`src/rtl/acc_arith_pkg.sv`:
```
package acc_arith_pkg;

   typedef enum logic [3:0] {
      OP_ADD   = 4'd0,
      OP_SUB   = 4'd1,
      OP_ADDC  = 4'd2,
      OP_SUBC  = 4'd3,
      OP_ADDM  = 4'd4,
      OP_SUBM  = 4'd5,
      OP_ADCHL = 4'd6,
      OP_SBCHL = 4'd7,
      OP_ADDHL = 4'd8,
      OP_SUBHL = 4'd9,
      OP_DADD  = 4'd10,
      OP_DSUB  = 4'd11
   } aop_e;

   typedef enum logic [1:0] {
      W_BYTE = 2'd0,
      W_WORD = 2'd1,
      W_LONG = 2'd2,
      W_RSVD = 2'd3
   } awid_e;

   typedef enum logic [1:0] {
      SRC_ACC_OPND = 2'd0,
      SRC_OPND_ACC = 2'd1,
      SRC_HI_LO    = 2'd2
   } asrc_e;

   typedef struct packed {
      logic  legal;
      logic  sub;
      logic  use_c;
      logic  to_mem;
      logic  dec;
      asrc_e src;
   } actl_t;

   typedef struct packed {
      logic n;
      logic z;
      logic v;
      logic c;
   } aflags_t;

endpackage

```
`src/rtl/acc_op_decode.sv`:
```
module acc_op_decode
   import acc_arith_pkg::*;
#(
   parameter bit DEC_EN = 1'b1
) (
   input  logic [3:0] op_code,
   input  logic [1:0] op_width,
   output actl_t      ctl
);

   always_comb begin
      ctl        = '0;
      ctl.src    = SRC_ACC_OPND;
      unique case (op_code)
         OP_ADD, OP_SUB: begin
            ctl.legal = (op_width != W_RSVD);
            ctl.sub   = (op_code == OP_SUB);
         end
         OP_ADDC, OP_SUBC: begin
            ctl.legal = (op_width == W_BYTE) || (op_width == W_WORD);
            ctl.sub   = (op_code == OP_SUBC);
            ctl.use_c = 1'b1;
         end
         OP_ADDM, OP_SUBM: begin
            ctl.legal  = (op_width != W_RSVD);
            ctl.sub    = (op_code == OP_SUBM);
            ctl.to_mem = 1'b1;
            ctl.src    = SRC_OPND_ACC;
         end
         OP_ADCHL, OP_SBCHL: begin
            ctl.legal = (op_width == W_BYTE);
            ctl.sub   = (op_code == OP_SBCHL);
            ctl.use_c = 1'b1;
            ctl.src   = SRC_HI_LO;
         end
         OP_ADDHL, OP_SUBHL: begin
            ctl.legal = (op_width == W_WORD);
            ctl.sub   = (op_code == OP_SUBHL);
            ctl.src   = SRC_HI_LO;
         end
         OP_DADD, OP_DSUB: begin
            ctl.legal = DEC_EN && (op_width == W_BYTE);
            ctl.sub   = (op_code == OP_DSUB);
            ctl.use_c = 1'b1;
            ctl.dec   = 1'b1;
            ctl.src   = SRC_HI_LO;
         end
         default: ctl.legal = 1'b0;
      endcase
   end

endmodule

```
`src/rtl/acc_oprnd_sel.sv`:
```
module acc_oprnd_sel
   import acc_arith_pkg::*;
#(
   parameter int ACC_W = 32
) (
   input  asrc_e            src,
   input  logic [ACC_W-1:0] acc,
   input  logic [ACC_W-1:0] opnd,
   output logic [ACC_W-1:0] x,
   output logic [ACC_W-1:0] y
);

   localparam int HALF_W = ACC_W / 2;

   always_comb begin
      unique case (src)
         SRC_OPND_ACC: begin
            x = opnd;
            y = acc;
         end
         SRC_HI_LO: begin
            x = {{HALF_W{1'b0}}, acc[ACC_W-1:HALF_W]};
            y = {{HALF_W{1'b0}}, acc[HALF_W-1:0]};
         end
         default: begin
            x = acc;
            y = opnd;
         end
      endcase
   end

endmodule

```
`src/rtl/acc_bin_core.sv`:
```
module acc_bin_core #(
   parameter int ACC_W = 32
) (
   input  logic [ACC_W-1:0] x,
   input  logic [ACC_W-1:0] y,
   input  logic [1:0]       wsel,
   input  logic             sub,
   input  logic             cin,
   output logic [ACC_W-1:0] r,
   output logic             c_out,
   output logic             v_out
);

   localparam int HALF_W = ACC_W / 2;
   localparam int BYTE_W = ACC_W / 4;

   logic [ACC_W-1:0]  yi;
   logic              ci;
   logic [BYTE_W:0]   sum_b;
   logic [HALF_W:0]   sum_w;
   logic [ACC_W:0]    sum_l;
   logic              raw_c, xm, ym, rm;

   assign yi    = sub ? ~y : y;
   assign ci    = sub ? ~cin : cin;
   assign sum_b = {1'b0, x[BYTE_W-1:0]} + {1'b0, yi[BYTE_W-1:0]} + {{BYTE_W{1'b0}}, ci};
   assign sum_w = {1'b0, x[HALF_W-1:0]} + {1'b0, yi[HALF_W-1:0]} + {{HALF_W{1'b0}}, ci};
   assign sum_l = {1'b0, x} + {1'b0, yi} + {{ACC_W{1'b0}}, ci};

   always_comb begin
      unique case (wsel)
         2'd0: begin
            r     = {{(ACC_W-BYTE_W){1'b0}}, sum_b[BYTE_W-1:0]};
            raw_c = sum_b[BYTE_W];
            xm    = x[BYTE_W-1];
            ym    = yi[BYTE_W-1];
            rm    = sum_b[BYTE_W-1];
         end
         2'd1: begin
            r     = {{HALF_W{1'b0}}, sum_w[HALF_W-1:0]};
            raw_c = sum_w[HALF_W];
            xm    = x[HALF_W-1];
            ym    = yi[HALF_W-1];
            rm    = sum_w[HALF_W-1];
         end
         default: begin
            r     = sum_l[ACC_W-1:0];
            raw_c = sum_l[ACC_W];
            xm    = x[ACC_W-1];
            ym    = yi[ACC_W-1];
            rm    = sum_l[ACC_W-1];
         end
      endcase
   end

   assign c_out = sub ? ~raw_c : raw_c;
   assign v_out = (xm == ym) && (rm != xm);

endmodule

```
`src/rtl/acc_bcd_adj.sv`:
```
module acc_bcd_adj #(
   parameter int BYTE_W = 8
) (
   input  logic [BYTE_W-1:0] a,
   input  logic [BYTE_W-1:0] b,
   input  logic              sub,
   input  logic              cin,
   output logic [BYTE_W-1:0] r,
   output logic              c_out
);

   localparam int N_DIG = BYTE_W / 4;

   logic [N_DIG:0] cy;
   assign cy[0] = cin;

   for (genvar d = 0; d < N_DIG; d++) begin : g_dig
      logic [4:0] raw;
      logic [4:0] fix;
      logic       ovf;
      always_comb begin
         if (sub) begin
            raw = {1'b0, a[4*d +: 4]} - {1'b0, b[4*d +: 4]} - {4'd0, cy[d]};
            ovf = raw[4];
            fix = ovf ? (raw - 5'd6) : raw;
         end else begin
            raw = {1'b0, a[4*d +: 4]} + {1'b0, b[4*d +: 4]} + {4'd0, cy[d]};
            ovf = (raw > 5'd9);
            fix = ovf ? (raw + 5'd6) : raw;
         end
      end
      assign r[4*d +: 4] = fix[3:0];
      assign cy[d+1]     = ovf;
   end

   assign c_out = cy[N_DIG];

endmodule

```
`src/rtl/acc_arith_unit.sv`:
```
module acc_arith_unit
   import acc_arith_pkg::*;
#(
   parameter int ACC_W  = 32,
   parameter bit DEC_EN = 1'b1
) (
   input  logic             clk,
   input  logic             rst_n,
   input  logic             op_vld,
   input  logic [3:0]       op_code,
   input  logic [1:0]       op_width,
   input  logic [ACC_W-1:0] opnd,
   input  logic [ACC_W-1:0] acc,
   input  logic             c_in,
   output logic             res_vld,
   output logic [ACC_W-1:0] res_data,
   output logic             res_to_mem,
   output logic             flag_n,
   output logic             flag_z,
   output logic             flag_v,
   output logic             flag_c
);

   localparam int HALF_W = ACC_W / 2;
   localparam int BYTE_W = ACC_W / 4;

   if ((ACC_W % 32) != 0 || ACC_W < 32) begin : g_bad_width
      $error("acc_arith_unit: ACC_W must be a positive multiple of 32");
   end

   actl_t            ctl;
   logic [ACC_W-1:0] opx, opy, bin_r, sel_r, nxt_data;
   logic             bin_c, bin_v, cin_eff;
   logic [BYTE_W-1:0] dec_r;
   logic             dec_c;
   aflags_t          nxt_f, flg_q;
   logic             fire;

   acc_op_decode #(.DEC_EN(DEC_EN)) u_dec (
      .op_code (op_code),
      .op_width(op_width),
      .ctl     (ctl)
   );

   acc_oprnd_sel #(.ACC_W(ACC_W)) u_sel (
      .src (ctl.src),
      .acc (acc),
      .opnd(opnd),
      .x   (opx),
      .y   (opy)
   );

   assign cin_eff = ctl.use_c & c_in;

   acc_bin_core #(.ACC_W(ACC_W)) u_bin (
      .x    (opx),
      .y    (opy),
      .wsel (op_width),
      .sub  (ctl.sub),
      .cin  (cin_eff),
      .r    (bin_r),
      .c_out(bin_c),
      .v_out(bin_v)
   );

   if (DEC_EN) begin : g_dec
      acc_bcd_adj #(.BYTE_W(BYTE_W)) u_bcd (
         .a    (opx[BYTE_W-1:0]),
         .b    (opy[BYTE_W-1:0]),
         .sub  (ctl.sub),
         .cin  (cin_eff),
         .r    (dec_r),
         .c_out(dec_c)
      );
   end else begin : g_nodec
      assign dec_r = '0;
      assign dec_c = 1'b0;
   end

   assign sel_r = ctl.dec ? {{(ACC_W-BYTE_W){1'b0}}, dec_r} : bin_r;

   always_comb begin
      nxt_f.v = ctl.dec ? 1'b0 : bin_v;
      nxt_f.c = ctl.dec ? dec_c : bin_c;
      unique case (op_width)
         2'd0: begin
            nxt_f.n = sel_r[BYTE_W-1];
            nxt_f.z = (sel_r[BYTE_W-1:0] == '0);
            nxt_data = ctl.to_mem ? sel_r
                     : {acc[ACC_W-1:HALF_W], {(HALF_W-BYTE_W){1'b0}}, sel_r[BYTE_W-1:0]};
         end
         2'd1: begin
            nxt_f.n = sel_r[HALF_W-1];
            nxt_f.z = (sel_r[HALF_W-1:0] == '0);
            nxt_data = ctl.to_mem ? sel_r : {acc[ACC_W-1:HALF_W], sel_r[HALF_W-1:0]};
         end
         default: begin
            nxt_f.n = sel_r[ACC_W-1];
            nxt_f.z = (sel_r == '0);
            nxt_data = sel_r;
         end
      endcase
   end

   assign fire = op_vld && ctl.legal;

   always_ff @(posedge clk or negedge rst_n) begin
      if (!rst_n) begin
         res_vld    <= 1'b0;
         res_data   <= '0;
         res_to_mem <= 1'b0;
         flg_q      <= '0;
      end else begin
         res_vld <= fire;
         if (fire) begin
            res_data   <= nxt_data;
            res_to_mem <= ctl.to_mem;
            flg_q      <= nxt_f;
         end
      end
   end

   assign flag_n = flg_q.n;
   assign flag_z = flg_q.z;
   assign flag_v = flg_q.v;
   assign flag_c = flg_q.c;


   idle_hold_chk: assert property (@(posedge clk) disable iff (!rst_n)
      !op_vld |=> !res_vld && $stable(res_data) && $stable(res_to_mem) && $stable(flag_c));


   long_carry_reject_chk: assert property (@(posedge clk) disable iff (!rst_n)
      op_vld && (op_code == 4'd2 || op_code == 4'd3) && op_width == 2'd2 |=> !res_vld && $stable(res_data));


   mem_target_chk: assert property (@(posedge clk) disable iff (!rst_n)
      op_vld && (op_code == 4'd4 || op_code == 4'd5) && op_width != 2'd3 |=> res_vld && res_to_mem);


   byte_zero_fill_chk: assert property (@(posedge clk) disable iff (!rst_n)
      op_vld && op_width == 2'd0 && (op_code == 4'd0 || op_code == 4'd2 || op_code == 4'd6)
      |=> res_data[HALF_W-1:BYTE_W] == '0 && res_data[ACC_W-1:HALF_W] == $past(acc[ACC_W-1:HALF_W]));


   zero_flag_chk: assert property (@(posedge clk) disable iff (!rst_n)
      res_vld && flag_z |-> res_data[BYTE_W-1:0] == '0);


   dec_digit_chk: assert property (@(posedge clk) disable iff (!rst_n)
      op_vld && DEC_EN && op_width == 2'd0 && (op_code == 4'd10 || op_code == 4'd11)
      && acc[3:0] <= 4'd9 && acc[7:4] <= 4'd9
      && acc[HALF_W+3:HALF_W] <= 4'd9 && acc[HALF_W+7:HALF_W+4] <= 4'd9
      |=> res_data[3:0] <= 4'd9 && res_data[7:4] <= 4'd9 && !flag_v);

endmodule

```
`config.mk`:
```
export PLATFORM = sky130hd
export DESIGN_NAME = acc_arith_unit
export DESIGN_NICKNAME = d
export VERILOG_FILES = /design/src/rtl/acc_arith_pkg.sv /design/src/rtl/acc_op_decode.sv /design/src/rtl/acc_oprnd_sel.sv /design/src/rtl/acc_bin_core.sv /design/src/rtl/acc_bcd_adj.sv /design/src/rtl/acc_arith_unit.sv
export SDC_FILE = /design/constraint.sdc
export NUM_CORES = 1
export LEC_CHECK = 0
export BUFFER_PORTS_ARGS = -buffer_cell sky130_fd_sc_hd__buf_2
export CORE_MARGIN = 10
export CORE_UTILIZATION = 40
export DETAILED_ROUTE_END_ITERATION = 16
export PLACE_DENSITY = 0.63
export SLEW_MARGIN = 15
export SYNTH_ARGS = -nofsm -noshare
export SYNTH_HDL_FRONTEND = slang
export SYNTH_SLANG_ARGS = --single-unit
```
`constraint.sdc`:
```
create_clock -name clk -period 1.3 [get_ports clk]
set_input_delay 0 -clock clk [delete_from_list [all_inputs] [get_ports clk]]
set_output_delay 0 -clock clk [all_outputs]
set_load 0.01 [all_outputs]
```
# ---- After elaboration in Yosys (flattened, before gate mapping)
# Index checks and enable logic that the tools add are counted.
dict set report totals {
  ff_bits 38
  input_bits 74
  out_inout_bits 38
  wordCells 97
}
dict set report classes {
  add_sub_neg 18
  magnitude_cmp 2
  eq_ne 17
  n_mux 31
  bitwise 4
  n_reduce_logical 18
}
# cell n
set op_table {}
lappend op_table {{case mux 32 bit (2 select lines)} 4}
lappend op_table {{2-to-1 mux 32 bit} 4}
lappend op_table {{adder 32 x 32 -> 33 bit} 1}
lappend op_table {{adder 33 x 1 -> 33 bit} 1}
lappend op_table {{logical NOT 32 bit} 1}
lappend op_table {{NOT 32 bit} 1}
lappend op_table {{2-to-1 mux 4 bit} 6}
lappend op_table {{adder 16 x 16 -> 17 bit} 1}
lappend op_table {{adder 17 x 1 -> 17 bit} 1}
lappend op_table {{equality test 4 x 3 -> 1 bit (second input constant)} 4}
lappend op_table {{equality test 4 bit (second input constant)} 4}
lappend op_table {{logical NOT 16 bit} 1}
lappend op_table {{OR reduction 2 bit} 6}
lappend op_table {{OR reduction 6 bit} 2}
lappend op_table {{adder 4 x 4 -> 5 bit} 2}
lappend op_table {{adder 5 x 1 -> 5 bit} 2}
lappend op_table {{greater-than comparator 5 x 4 -> 1 bit (second input constant)} 2}
lappend op_table {{subtractor 4 x 4 -> 5 bit} 2}
lappend op_table {{subtractor 5 x 1 -> 5 bit} 2}
lappend op_table {{adder 8 x 8 -> 9 bit} 1}
lappend op_table {{adder 9 x 1 -> 9 bit} 1}
lappend op_table {{2-to-1 mux 1 bit} 9}
lappend op_table {{adder 4 x 3 -> 4 bit (second input constant)} 2}
lappend op_table {{equality test 4 x 2 -> 1 bit (second input constant)} 2}
lappend op_table {{19 further kinds} 28}

# ---- Depth between registers and ports, before layout
dict set report depth {
  word_depth 16
  depth_mapped 34
  mapped_depth_nobuf 33
}

# ---- Modules after synthesis
# Synthesis repeated with hierarchy kept, for this count alone.
dict set report hier_totals {
  hier_cells 833
  area_unflattened_um2 6403.6
}
# mod n_inst cells_per_inst area_each_um2
set by_module_without_submodules {}
lappend by_module_without_submodules {acc_bin_core 1 325 2339.7}
lappend by_module_without_submodules {acc_arith_unit 1 189 1819.2}
lappend by_module_without_submodules {acc_bcd_adj 1 147 1186.1}
lappend by_module_without_submodules {acc_oprnd_sel 1 158 965.9}
lappend by_module_without_submodules {acc_op_decode 1 14 92.6}

# ---- Worst setup path after synthesis
# OpenSTA, ideal clock, no wires.
dict set report synth_path {
  path_kind {input -> register}
  startpoint {input port op_code[1]}
  endpoint {register flg_q, in the netlist flag_z}
  setup_time_ns 0.076
  arrival_ns 6.585
  required_time_ns 1.224
  slack_ns -5.361
  stages 34
  n_path_buf 4
  path_cell_list {clkbuf_1 > a21oi_1 > ha_1 > clkbuf_1 > buf_1 > buf_1 > nand2_1 > o21a_1 > fa_1 > inv_1 > fa_1 > inv_1 > ha_1 > a21boi_0 > o41a_1 > nand2_1 > and2_1 > inv_1 > fa_1 > inv_1 > fa_1 > and2b_1 > or2_2 > ha_1 > nor3b_1 > a211oi_1 > o221ai_1 > a21oi_1 > o22ai_1 > a2111oi_2 > nand4_1 > a2111oi_2 > nand4_1 > o21ai_1}
}
dict set report synth_via {
  elab_chain_len 16
}
# element line_no
set synth_lines {}
lappend synth_lines {{start, declared} acc_arith_unit.sv:10} ;# input logic [3:0] op_code,
lappend synth_lines {{equality test 4 x 3 -> 1 bit (tied with other cells)} acc_op_decode.sv:14} ;# unique case (op_code)
lappend synth_lines {{OR reduction 6 bit (no source line) or OR reduction 2 bit (tied branches)} -}
lappend synth_lines {{case mux 2 bit (2 select lines)} acc_op_decode.sv:14}
lappend synth_lines {{equality test 2 bit or equality test 2 x 1 -> 1 bit (tied branches)} acc_oprnd_sel.sv:16} ;# unique case (src)
lappend synth_lines {{case mux 32 bit (2 select lines)} acc_oprnd_sel.sv:16}
lappend synth_lines {{adder 4 x 4 -> 5 bit} acc_bcd_adj.sv:27} ;# raw = {1'b0, a[4*d +: 4]} + {1'b0, b[4*d +: 4]} + {4'd0, cy[d]};
lappend synth_lines {{adder 5 x 1 -> 5 bit} acc_bcd_adj.sv:27}
lappend synth_lines {{greater-than comparator 5 x 4 -> 1 bit} acc_bcd_adj.sv:28} ;# ovf = (raw > 5'd9);
lappend synth_lines {{2-to-1 mux 1 bit} acc_bcd_adj.sv:22} ;# if (sub) begin
lappend synth_lines {{adder 5 x 1 -> 5 bit or subtractor 5 x 1 -> 5 bit (tied branches)} {acc_bcd_adj.sv:27, acc_bcd_adj.sv:23}}
lappend synth_lines {{adder 4 x 3 -> 4 bit (tied with other cells)} acc_bcd_adj.sv:29} ;# fix = ovf ? (raw + 5'd6) : raw;
lappend synth_lines {{2-to-1 mux 4 bit (on tied branches)} {acc_bcd_adj.sv:29, acc_bcd_adj.sv:25}}
lappend synth_lines {{2-to-1 mux 4 bit} acc_bcd_adj.sv:22}
lappend synth_lines {{2-to-1 mux 32 bit} acc_arith_unit.sv:80} ;# assign sel_r = ctl.dec ? {{(ACC_W-BYTE_W){1'b0}}, dec_r} : bin_r;
lappend synth_lines {{logical NOT 32 bit (tied with other cells)} acc_arith_unit.sv:99} ;# nxt_f.z = (sel_r == '0);
lappend synth_lines {{case mux 2 bit (2 select lines)} acc_arith_unit.sv:85} ;# unique case (op_width)
lappend synth_lines {{end signal, assigned} acc_arith_unit.sv:118} ;# flg_q <= nxt_f;
lappend synth_lines {{end, declared} acc_arith_unit.sv:36} ;# aflags_t nxt_f, flg_q;
# Several ways; a longest one is shown, not always the timed one.
# A chain may end at the register's enable or synchronous reset.

# ---- Final worst setup path
dict set report layout_path {
  startpoint {input port op_code[3]}
  endpoint {register flg_q, in the netlist flag_z}
}
# Same word-level chain as after synthesis.

==> results.json <==
{
  "outcome": "complete, but fails checks",
  "violations": "setup timing",
  "worstSetupEndpointType": "register",
  "h-tree-depth": 2,
  "routed_wl_um": 29800,
  "cts_tree": "yes",
  "drt-initial-drc-count": 775,
  "grt_setup_unrepaired": "yes",
  "seq_area_frac_synth_pct": 15.7,
  "async_flop_share_pct": 100,
  "vias": 8383,
  "period_needed_ns": 5.81,
  "rows": 44,
  "gp_congestion": 0.947,
  "nNetsFinal": 1360,
  "nFillCells": 957,
  "drc": 0,
  "drtPass1Iterations": 5,
  "max_freq_mhz": 172,
  "synth-edff-count": 0,
  "cts.sinks": 38,
  "synth_nets": 947,
  "clk_path_buf_depth": 2,
  "grt_overflow": 0,
  "drive_gt1_share_pct": 54.9,
  "syn_to_final_growth_pct": 82.3,
  "wl_per_cell_um": 21.2,
  "first_global_vias": 7889,
  "maxSlewHeadroom_pct": 68.0,
  "setup.worst_path.start": "op_code[3]",
  "cp-endpoint": "flag_z",
  "fin_setup_tns_ns": -94.33,
  "finalSetupViolations": 36,
  "n_antenna_cell": 0,
  "ys_top_cells_by_count": "103 x nand2_1, 58 x o21ai_0, 56 x a21oi_1, 55 x nor2_1, 53 x ha_1",
  "skew_ns": 0,
  "start_util_pct": 41.3,
  "grt_max_degree": 37,
  "port_buffers": 111,
  "syn_area_sq_mm": 0.00607,
  "maxSlewViolCount": 0,
  "place_hpwl_um": 20600,
  "final_cells": 1407,
  "leakage_nw": 5.13,
  "viasPerCell": 5.96,
  "rr_worst_depth": 1,
  "cp_slowest_cell": "fa_2",
  "dp_cells": 1326,
  "hold_class": "in2reg",
  "ant_nets": 0,
  "cp_max_fo": 4,
  "crit_required_ns": 1.50,
  "r2r-start": "res_data[2]",
  "synth.area.top_cells": "dfrtp_1 16%, ha_1 11%, nand2_1 6.4%",
  "r2r_end": "res_data[2]",
  "clk_pin_slew_ns": 0.05,
  "synth.largest_area_cell": "dfrtp_1",
  "synth.top_cell.area_share_pct": 15.7,
  "synth_most_common_cell": "nand2_1",
  "hold_violations": 0,
  "startpoint_type": "input port",
  "syn_area_per_cell_sq_um": 7.50,
  "cts_made_buffers": 5,
  "die_x_um": 143,
  "cp.arrival_ns": 6.01,
  "pre_cts_ws_ns": -4.83,
  "pin_count": 112,
  "multi_input_area_sq_mm": 0.00612,
  "ff2ff_setup_slack_ns": 0.52,
  "min_from": "acc[28]",
  "core_sq_mm": 0.0147,
  "grt_pass1_wl_um": 42100,
  "dieArea_sq_mm": 0.0205,
  "die_h_um": 143,
  "grt_usage_pct": 25.3,
  "antenna_found_initial": 1,
  "ys_ff_latch": 38,
  "seqCellArea_sq_um": 951,
  "synth-main-ff-cell": "dfrtp_1",
  "p_total_mw": 16.4,
  "yosys.cell_types.count": 74,
  "postSynthCellCount": 809,
  "worstSetupPathType": "in2reg",
  "min_period_over_period_pct": 447,
  "worst_pin_slew_ns": 0.478,
  "cts_root_buffer": "clkbuf_16",
  "pwr_density_cell_mw_per_mm2": 1480,
  "clkLatencyLatePin_ns": 0.28,
  "ir_worst_vdd_uv": 619,
  "drv_cap": 0,
  "setup_slack_ns": -4.51,
  "synth_warnings": 0,
  "slowest_delay_ns": 0.45
}
## metrics by stage
step / instance area [sq um] / utilization [%] / hold WS [ns]
2_1_floorplan: 6290 / - / -0.296
3_3_place_gp: 8880 / 60.4 / -0.0503
3_5_place_dp: 8880 / 60.4 / -0.0479
4_1_cts: 10400 / 70.8 / 0.153
5_1_grt: 11100 / 75.3 / 0.185
6_report: 11100 / 75.3 / 0.176
## logic make-up (layout without fill, tap and decap cells)
logic type	count (synthesis)	after routing	synth area share, %
compound gates	299	299	34.2
xor+xnor	59	59	8.64
fa+ha+maj	64	64	14.6
buf+inv	86	500	5.53
flops	38	38	15.7
mux	6	6	1.03
simple gates	257	257	20.4
## flip-flops by register name, summed over array words and instances, names as in the netlist
name        count
flag_v          1
res_to_mem      1
res_data       32
flag_n          1
flag_z          1
res_vld         1
flag_c          1
## placed cells by master (no fill, tap or decap), types with 13 or more instances in the layout
cell     netlist  routed
a21o_1        18      18
a21oi_1       56      32
a21oi_2        1      20
a22o_1        19      15
a22oi_1       44      31
a22oi_2        0      13
buf_2          4     109
buf_4          0     281
buf_6          1      52
dfrtp_1       38      38
ha_1          53      35
ha_4           0      16
inv_1         38      23
inv_2          1      14
nand2_1      103      98
nor2_1        55      47
o21ai_0       58      29
o21ai_1        2      15
o21ai_2        1      16
xnor2_1       44      31
## cell type report
cell class	instances	share of cell area, %
inverter	39	1.37
tap	184	2.08
timing repair buffer	453	31.1
multi-input combinational	685	55.3
clock inverter	1	0.271
clock buffer	7	1.20
sequential	38	8.60
## how the worst min path moves through the flow
stage	depth (start not counted)	slack (ns)	to
floorplan	0	-0.30	flag_c
global placement	1	-0.05	res_data[6]
detailed placement	1	-0.05	res_data[7]
CTS	3	0.15	res_data[16]
global route	4	0.18	res_data[30]
finish	4	0.18	res_data[28]
## critical path, delay by kind of cell
| kind | cells | cell delay, ns |
|---|---|---|
| adders and majority gates | 7 | 1.99 |
| buffers and inverters | 7 | 0.57 |
| and+or+nand+nor | 11 | 1.68 |
| AOI/OAI and AO/OA | 8 | 1.51 |
| xor gates and xnor gates | 1 | 0.28 |
## layer usage
layer  track usage [%]  vias to the layer above  wire (um)
met3              5.14                      122       3230
met1              33.9                     3955      12000
met2              39.8                      493      13100
met5                 0                        -         14
met4              8.36                        2       1370
li1                  -                     3811          -
## repair_timing
item	4_1_cts	5_1_grt
hold endpoints to repair	38	0
pin swaps	89	78
resized for setup	206	109
endpoints found under the setup margin	36	37
cloned	1	0
hold buffers	1	0
setup buffers	59	29
## report_power, final
part / leakage [nW] / switching [mW] / total, mW / internal, mW
registers: 0.465 / 0.205 / 1.76 / 1.56
logic: 4.59 / 6.47 / 13.3 / 6.81
clock network: 0.0781 / 0.436 / 1.34 / 0.906
(Power assumes the default switching activity.)
